File: src/rtl/rtc_elapsed_pkg.sv
package rtc_elapsed_pkg;
  localparam int unsigned ADDR_W = 5;
  localparam int unsigned BUS_W  = 16;

  localparam logic [ADDR_W-1:0] OFF_CNT  = 5'h00;
  localparam logic [ADDR_W-1:0] OFF_CMP  = 5'h08;
  localparam logic [ADDR_W-1:0] OFF_IEN  = 5'h1c;
  localparam logic [ADDR_W-1:0] OFF_STAT = 5'h1e;

  // 16-bit registers sit on even byte addresses
  function automatic logic [ADDR_W-1:0] slice_addr(logic [ADDR_W-1:0] base, int unsigned idx);
    return base + ADDR_W'(2 * idx);
  endfunction
endpackage

File: src/rtl/rtc_slice_counter.sv
module rtc_slice_counter #(
  parameter int unsigned CNT_W   = 48,
  parameter int unsigned SLICE_W = 16,
  localparam int unsigned N_SLICE = CNT_W / SLICE_W
) (
  input  logic               clk_i,
  input  logic               rst_ni,
  input  logic               tick_i,
  input  logic [N_SLICE-1:0] wr_i,
  input  logic [SLICE_W-1:0] wdata_i,
  output logic [CNT_W-1:0]   cnt_q_o,
  output logic [CNT_W-1:0]   cnt_d_o
);
  logic [CNT_W-1:0]   cnt_q;
  logic [CNT_W-1:0]   cnt_inc;
  logic [SLICE_W-1:0] slc_d [N_SLICE];

  assign cnt_inc = cnt_q + CNT_W'(1);

  for (genvar i = 0; i < N_SLICE; i++) begin : g_slice
    always_comb begin
      if (wr_i[i])     slc_d[i] = wdata_i;
      else if (tick_i) slc_d[i] = cnt_inc[i*SLICE_W +: SLICE_W];
      else             slc_d[i] = cnt_q[i*SLICE_W +: SLICE_W];
    end
    assign cnt_d_o[i*SLICE_W +: SLICE_W] = slc_d[i];
  end

  always_ff @(posedge clk_i or negedge rst_ni) begin
    if (!rst_ni) cnt_q <= '0;
    else         cnt_q <= cnt_d_o;
  end

  assign cnt_q_o = cnt_q;
endmodule

File: src/rtl/rtc_cmp_regs.sv
module rtc_cmp_regs #(
  parameter int unsigned CNT_W   = 48,
  parameter int unsigned SLICE_W = 16,
  localparam int unsigned N_SLICE = CNT_W / SLICE_W
) (
  input  logic               clk_i,
  input  logic               rst_ni,
  input  logic [N_SLICE-1:0] wr_i,
  input  logic [SLICE_W-1:0] wdata_i,
  output logic [CNT_W-1:0]   cmp_o
);
  logic [SLICE_W-1:0] slc_q [N_SLICE];

  for (genvar i = 0; i < N_SLICE; i++) begin : g_slice
    always_ff @(posedge clk_i or negedge rst_ni) begin
      if (!rst_ni)      slc_q[i] <= '0;
      else if (wr_i[i]) slc_q[i] <= wdata_i;
    end
    assign cmp_o[i*SLICE_W +: SLICE_W] = slc_q[i];
  end
endmodule

File: src/rtl/rtc_irq_ctrl.sv
module rtc_irq_ctrl (
  input  logic clk_i,
  input  logic rst_ni,
  input  logic match_i,
  input  logic stat_wr_i,
  input  logic ien_wr_i,
  input  logic wbit_i,
  output logic status_o,
  output logic ien_o,
  output logic irq_o
);
  logic status_q;
  logic ien_q;

  always_ff @(posedge clk_i or negedge rst_ni) begin
    if (!rst_ni) begin
      status_q <= 1'b0;
      ien_q    <= 1'b0;
    end else begin
      // set beats write-one-to-clear
      if (match_i)                  status_q <= 1'b1;
      else if (stat_wr_i && wbit_i) status_q <= 1'b0;
      if (ien_wr_i)                 ien_q    <= wbit_i;
    end
  end

  assign status_o = status_q;
  assign ien_o    = ien_q;
  assign irq_o    = status_q & ien_q;
endmodule

File: src/rtl/rtc_elapsed_core.sv
module rtc_elapsed_core
  import rtc_elapsed_pkg::*;
#(
  parameter int unsigned CNT_W   = 48,
  parameter int unsigned SLICE_W = 16,
  localparam int unsigned N_SLICE = CNT_W / SLICE_W
) (
  input  logic              clk_i,
  input  logic              rst_ni,
  input  logic              tick_en_i,
  input  logic              req_i,
  input  logic              we_i,
  input  logic [ADDR_W-1:0] addr_i,
  input  logic [BUS_W-1:0]  wdata_i,
  output logic [BUS_W-1:0]  rdata_o,
  output logic              irq_o
);
  logic               wr_en;
  logic [N_SLICE-1:0] cnt_wr;
  logic [N_SLICE-1:0] cmp_wr;
  logic               ien_wr;
  logic               stat_wr;
  logic [CNT_W-1:0]   cnt_q;
  logic [CNT_W-1:0]   cnt_d;
  logic [CNT_W-1:0]   cmp_q;
  logic               alarm_hit;
  logic               status_q;
  logic               irq_en_q;

  assign wr_en = req_i & we_i;

  for (genvar i = 0; i < N_SLICE; i++) begin : g_dec
    assign cnt_wr[i] = wr_en && (addr_i == slice_addr(OFF_CNT, i));
    assign cmp_wr[i] = wr_en && (addr_i == slice_addr(OFF_CMP, i));
  end
  assign ien_wr  = wr_en && (addr_i == OFF_IEN);
  assign stat_wr = wr_en && (addr_i == OFF_STAT);

  rtc_slice_counter #(.CNT_W(CNT_W), .SLICE_W(SLICE_W)) u_cnt (
    .clk_i   (clk_i),
    .rst_ni  (rst_ni),
    .tick_i  (tick_en_i),
    .wr_i    (cnt_wr),
    .wdata_i (wdata_i[SLICE_W-1:0]),
    .cnt_q_o (cnt_q),
    .cnt_d_o (cnt_d)
  );

  rtc_cmp_regs #(.CNT_W(CNT_W), .SLICE_W(SLICE_W)) u_cmp (
    .clk_i   (clk_i),
    .rst_ni  (rst_ni),
    .wr_i    (cmp_wr),
    .wdata_i (wdata_i[SLICE_W-1:0]),
    .cmp_o   (cmp_q)
  );

  // compare the value this tick produces
  assign alarm_hit = tick_en_i && (cnt_d == cmp_q);

  rtc_irq_ctrl u_irq (
    .clk_i     (clk_i),
    .rst_ni    (rst_ni),
    .match_i   (alarm_hit),
    .stat_wr_i (stat_wr),
    .ien_wr_i  (ien_wr),
    .wbit_i    (wdata_i[0]),
    .status_o  (status_q),
    .ien_o     (irq_en_q),
    .irq_o     (irq_o)
  );

  always_comb begin
    rdata_o = '0;
    for (int i = 0; i < N_SLICE; i++) begin
      if (addr_i == slice_addr(OFF_CNT, i))
        rdata_o[SLICE_W-1:0] = cnt_q[i*SLICE_W +: SLICE_W];
      if (addr_i == slice_addr(OFF_CMP, i))
        rdata_o[SLICE_W-1:0] = cmp_q[i*SLICE_W +: SLICE_W];
    end
    if (addr_i == OFF_IEN)  rdata_o[0] = irq_en_q;
    if (addr_i == OFF_STAT) rdata_o[0] = status_q;
  end
endmodule

File: config.mk
export PLATFORM = sky130hd
export DESIGN_NAME = rtc_elapsed_core
export DESIGN_NICKNAME = d
export VERILOG_FILES = /design/src/rtl/rtc_elapsed_pkg.sv /design/src/rtl/rtc_slice_counter.sv /design/src/rtl/rtc_cmp_regs.sv /design/src/rtl/rtc_irq_ctrl.sv /design/src/rtl/rtc_elapsed_core.sv
export SDC_FILE = /design/constraint.sdc
export NUM_CORES = 1
export LEC_CHECK = 0
export ABC_AREA = 1
export CAP_MARGIN = 20
export CORE_MARGIN = 2
export CORE_UTILIZATION = 30
export CTS_BUF_LIST = sky130_fd_sc_hd__clkbuf_16
export DETAILED_ROUTE_END_ITERATION = 10
export MAX_ROUTING_LAYER = met4
export PLACE_DENSITY = 0.49
export SYNTH_ARGS = -nofsm -noshare
export SYNTH_HDL_FRONTEND = slang
export SYNTH_SLANG_ARGS = --single-unit
File: constraint.sdc
create_clock -name clk_i -period 2.84 [get_ports clk_i]
set_clock_uncertainty 0.2 [all_clocks]
set_input_delay 0.426 -clock clk_i [delete_from_list [all_inputs] [get_ports clk_i]]
set_output_delay 0.426 -clock clk_i [all_outputs]
set_load 0.01 [all_outputs]
==> out/results.ini <==
[floorplan]
initial_core_util_pct = 30.7
die-area_um2 = 25400
die_w_um = 159
die_h_um = 159
core_area_um2 = 23500
io_pins = 43
rows = 56

[finish]
n_fill_cell = 2577
regArea_um2 = 2460
layout_commonest_cell = nand2_1
syn2layout_area_growth_pct = 33.6
layout_common_cells = nand2_1, inv_1, buf_4
nets = 1363
drive_gt1_share_pct = 20.7
finalInstanceArea_um2 = 9670
multi_input_area_um2 = 4230
diodes = 0
stdcell_count = 1660

[route]
antenna_left = 0
route.detailed.drc = 0
drt-pass1-iter-count = 5
wire_per_inst_um = 17.3
drt_first_iter_violations = 580
vias = 7959
vias_per_cell = 4.79
routed_wl_um = 28700

[timing]
tns_ns = 0
timing.fmax_mhz = 369
fin_crit_sh_pct = 95.5
slew-limit-headroom_pct = 65.6
setup_viol_count_final = 0
tightest_slew_ns = 0.516
layout_setup_ws_ns = 0.127
finalWorstPathRequiredPeriod_ns = 2.71
rsz0062_at_grt = false
holdWs_ns = 0.302
hold_viol_final = 0
slew_viol_final = 0

[worst_setup_path]
cp_data_required_time_ns = 2.21
cp_slowest_cell = clkdlybuf4s15_1
cp_max_fo = 10
cp.arrival_ns = 2.09
crit_top_cell = o211ai_1
ff2ff_setup_slack_ns = 0.20
start_kind = input port
crit_chain = dlygate4sd2_1 > inv_2 > nand2_4 > nor3_4 > buf_12 > buf_4 > nand2_1 > o211ai_1 > nor2_1 > o211ai_1 > clkdlybuf4s15_1
path_class = input port to primary output
critPathMaxStageDelay_ns = 0.26
critPathCaptureType = primary output

[logic_synthesis]
ys_ff_latch = 98
synth_warnings = 0
syn_nets = 1185
syn_inst = 1158
syn_area_um2 = 7230
avgSynthCellArea_um2 = 6.25
synth-seq-area-share_pct = 33.9
synth.distinct_cells = 39

[clocking]
ctsRootBufferMaster = clkbuf_16
cts_max_path_buffers = 2
cts_tree = done
clk_pin_slew_ns = 0.09
clkSinkCount = 98
clock_latency_ns = 0.38
numCtsBuffers = 9
htree_levels = 3

[grt]
grt_pass1_vias = 7552
grt.met2_usage_pct = 37.8
grt_pass1_wl_um = 44100
grt-ovfl-total = 0
grt.busiest_layer = met2
met3_usage_pct = 3.15
use_met1_pct = 30.3
grt_usage_pct = 23.6
grt_max_degree = 36
antenna_found_initial = 0

[power]
vdd_drop_max_v = 0.000285
pwr_density_cell_nw_per_um2 = 526
p_leak_uw = 0.00486

[placement]
dp_cells = 1636
dp_hpwl_um = 23200
place_ws_ns = -0.410
placed_cell_area_um2 = 9120
io_buffer_count = 42
gp_congestion = 0.955

[flow_run]
drv_cap = 0

[status]
status = complete, no violations

[hold_path]
hold_path.class = register to register

## flip-flops by register name, summed over array words and instances, names as in the netlist
| register | cells |
|---|---|
| u_irq.status_o | 1 |
| u_cnt.cnt_q_o | 48 |
| u_cmp.cmp_o | 48 |
| u_irq.ien_o | 1 |
## final timing paths
path,start,endpoint,cells after the start
max in group asynchronous,rst_ni,u_cnt.cnt_q_o[38],3
min,u_cmp.cmp_o[17],u_cmp.cmp_o[17],2
min reg2reg,u_cmp.cmp_o[17],u_cmp.cmp_o[17],2
min in group asynchronous,rst_ni,u_cmp.cmp_o[34],2
max,addr_i[0],rdata_o[11],11
max reg2reg,u_cnt.cnt_q_o[20],u_irq.status_o,16
## timing repair
item,4_1_cts,5_1_grt
endpoints found under the setup margin,16,2
pin swaps,19,2
endpoints found under the hold margin,32,0
gates cloned,1,1
resized for setup,85,25
hold buffers,1,0
buffers inserted,5,0
## power breakdown
part | total, uW | internal (uW) | switching [uW]
Combinational | 1790 | 725 | 1070
Clock | 1290 | 624 | 670
Sequential | 2000 | 1650 | 355
Total | 5090 | 2990 | 2090
## cell usage after synthesis
cell type,n,area share (%)
o2111ai_1,1,0.12
inv_2,10,0.52
a221oi_1,13,1.6
o21ai_2,4,0.48
nand2_2,12,1.0
ha_1,1,0.17
and2_1,3,0.26
buf_2,4,0.28
o211ai_1,19,2.0
nor4_1,1,0.087
nand3b_1,7,0.73
o2111a_1,1,0.16
o21bai_1,3,0.31
nand3_2,1,0.14
nor2_4,9,1.4
o22ai_1,1,0.087
xnor2_1,4,0.48
xor2_1,3,0.36
buf_1,1,0.052
o21ai_0,55,3.8
nand4_1,17,1.5
nor3_2,2,0.28
nor2_2,11,0.95
dfrtp_1,98,34
inv_1,165,8.6
clkinv_1,1,0.052
o21ai_1,3,0.21
buf_6,1,0.16
a21oi_1,15,1.0
nor3_1,5,0.35
nand3_1,114,7.9
or2_2,2,0.17
nand2_4,5,0.78
nor2_1,122,6.3
nand2_1,421,22
clkbuf_1,17,0.88
buf_4,3,0.31
nor2_8,2,0.55
nand3_4,1,0.24
## logic make-up (layout without fill, tap and decap cells)
| group | Yosys count | in the layout | synth area share, % |
|---|---|---|---|
| compound gates | 115 | 115 | 9.76 |
| xor+xnor | 7 | 7 | 0.848 |
| simple gates | 735 | 735 | 44.5 |
| fa+ha+maj | 1 | 1 | 0.173 |
| buf+inv | 202 | 385 | 10.8 |
| flops | 98 | 98 | 33.9 |
## critical path, delay by kind of cell
kind,cells,cell delay (ns)
buffers and inverters,5,0.94
AOI/OAI and AO/OA,2,0.22
and+or+nand+nor,4,0.49
## metrics by stage
stage / utilization, % / total power [uW]
final: 41.1 / 5090
after floorplan: - / 2870
after detailed placement: 38.7 / 3720
after global placement: 38.7 / 3710
after CTS: 40.7 / 5060
after global routing: 41.1 / 5410
## final cells by class
type / count / area share, %
Inverter: 176 / 6.83
Sequential cell: 98 / 25.5
Multi-Input combinational cell: 858 / 43.7
Clock inverter: 7 / 0.751
Tap cell: 319 / 4.13
Clock buffer: 9 / 2.33
Timing Repair Buffer: 193 / 16.8
## per-layer routing
metal  up-vias  part of all wire [%]
li1       3998                     -
met1      3656                    45
met2       255                    46
met3        50                   5.6
met4         0                   3.8
met5         -                     0
(Power assumes the default switching activity.)
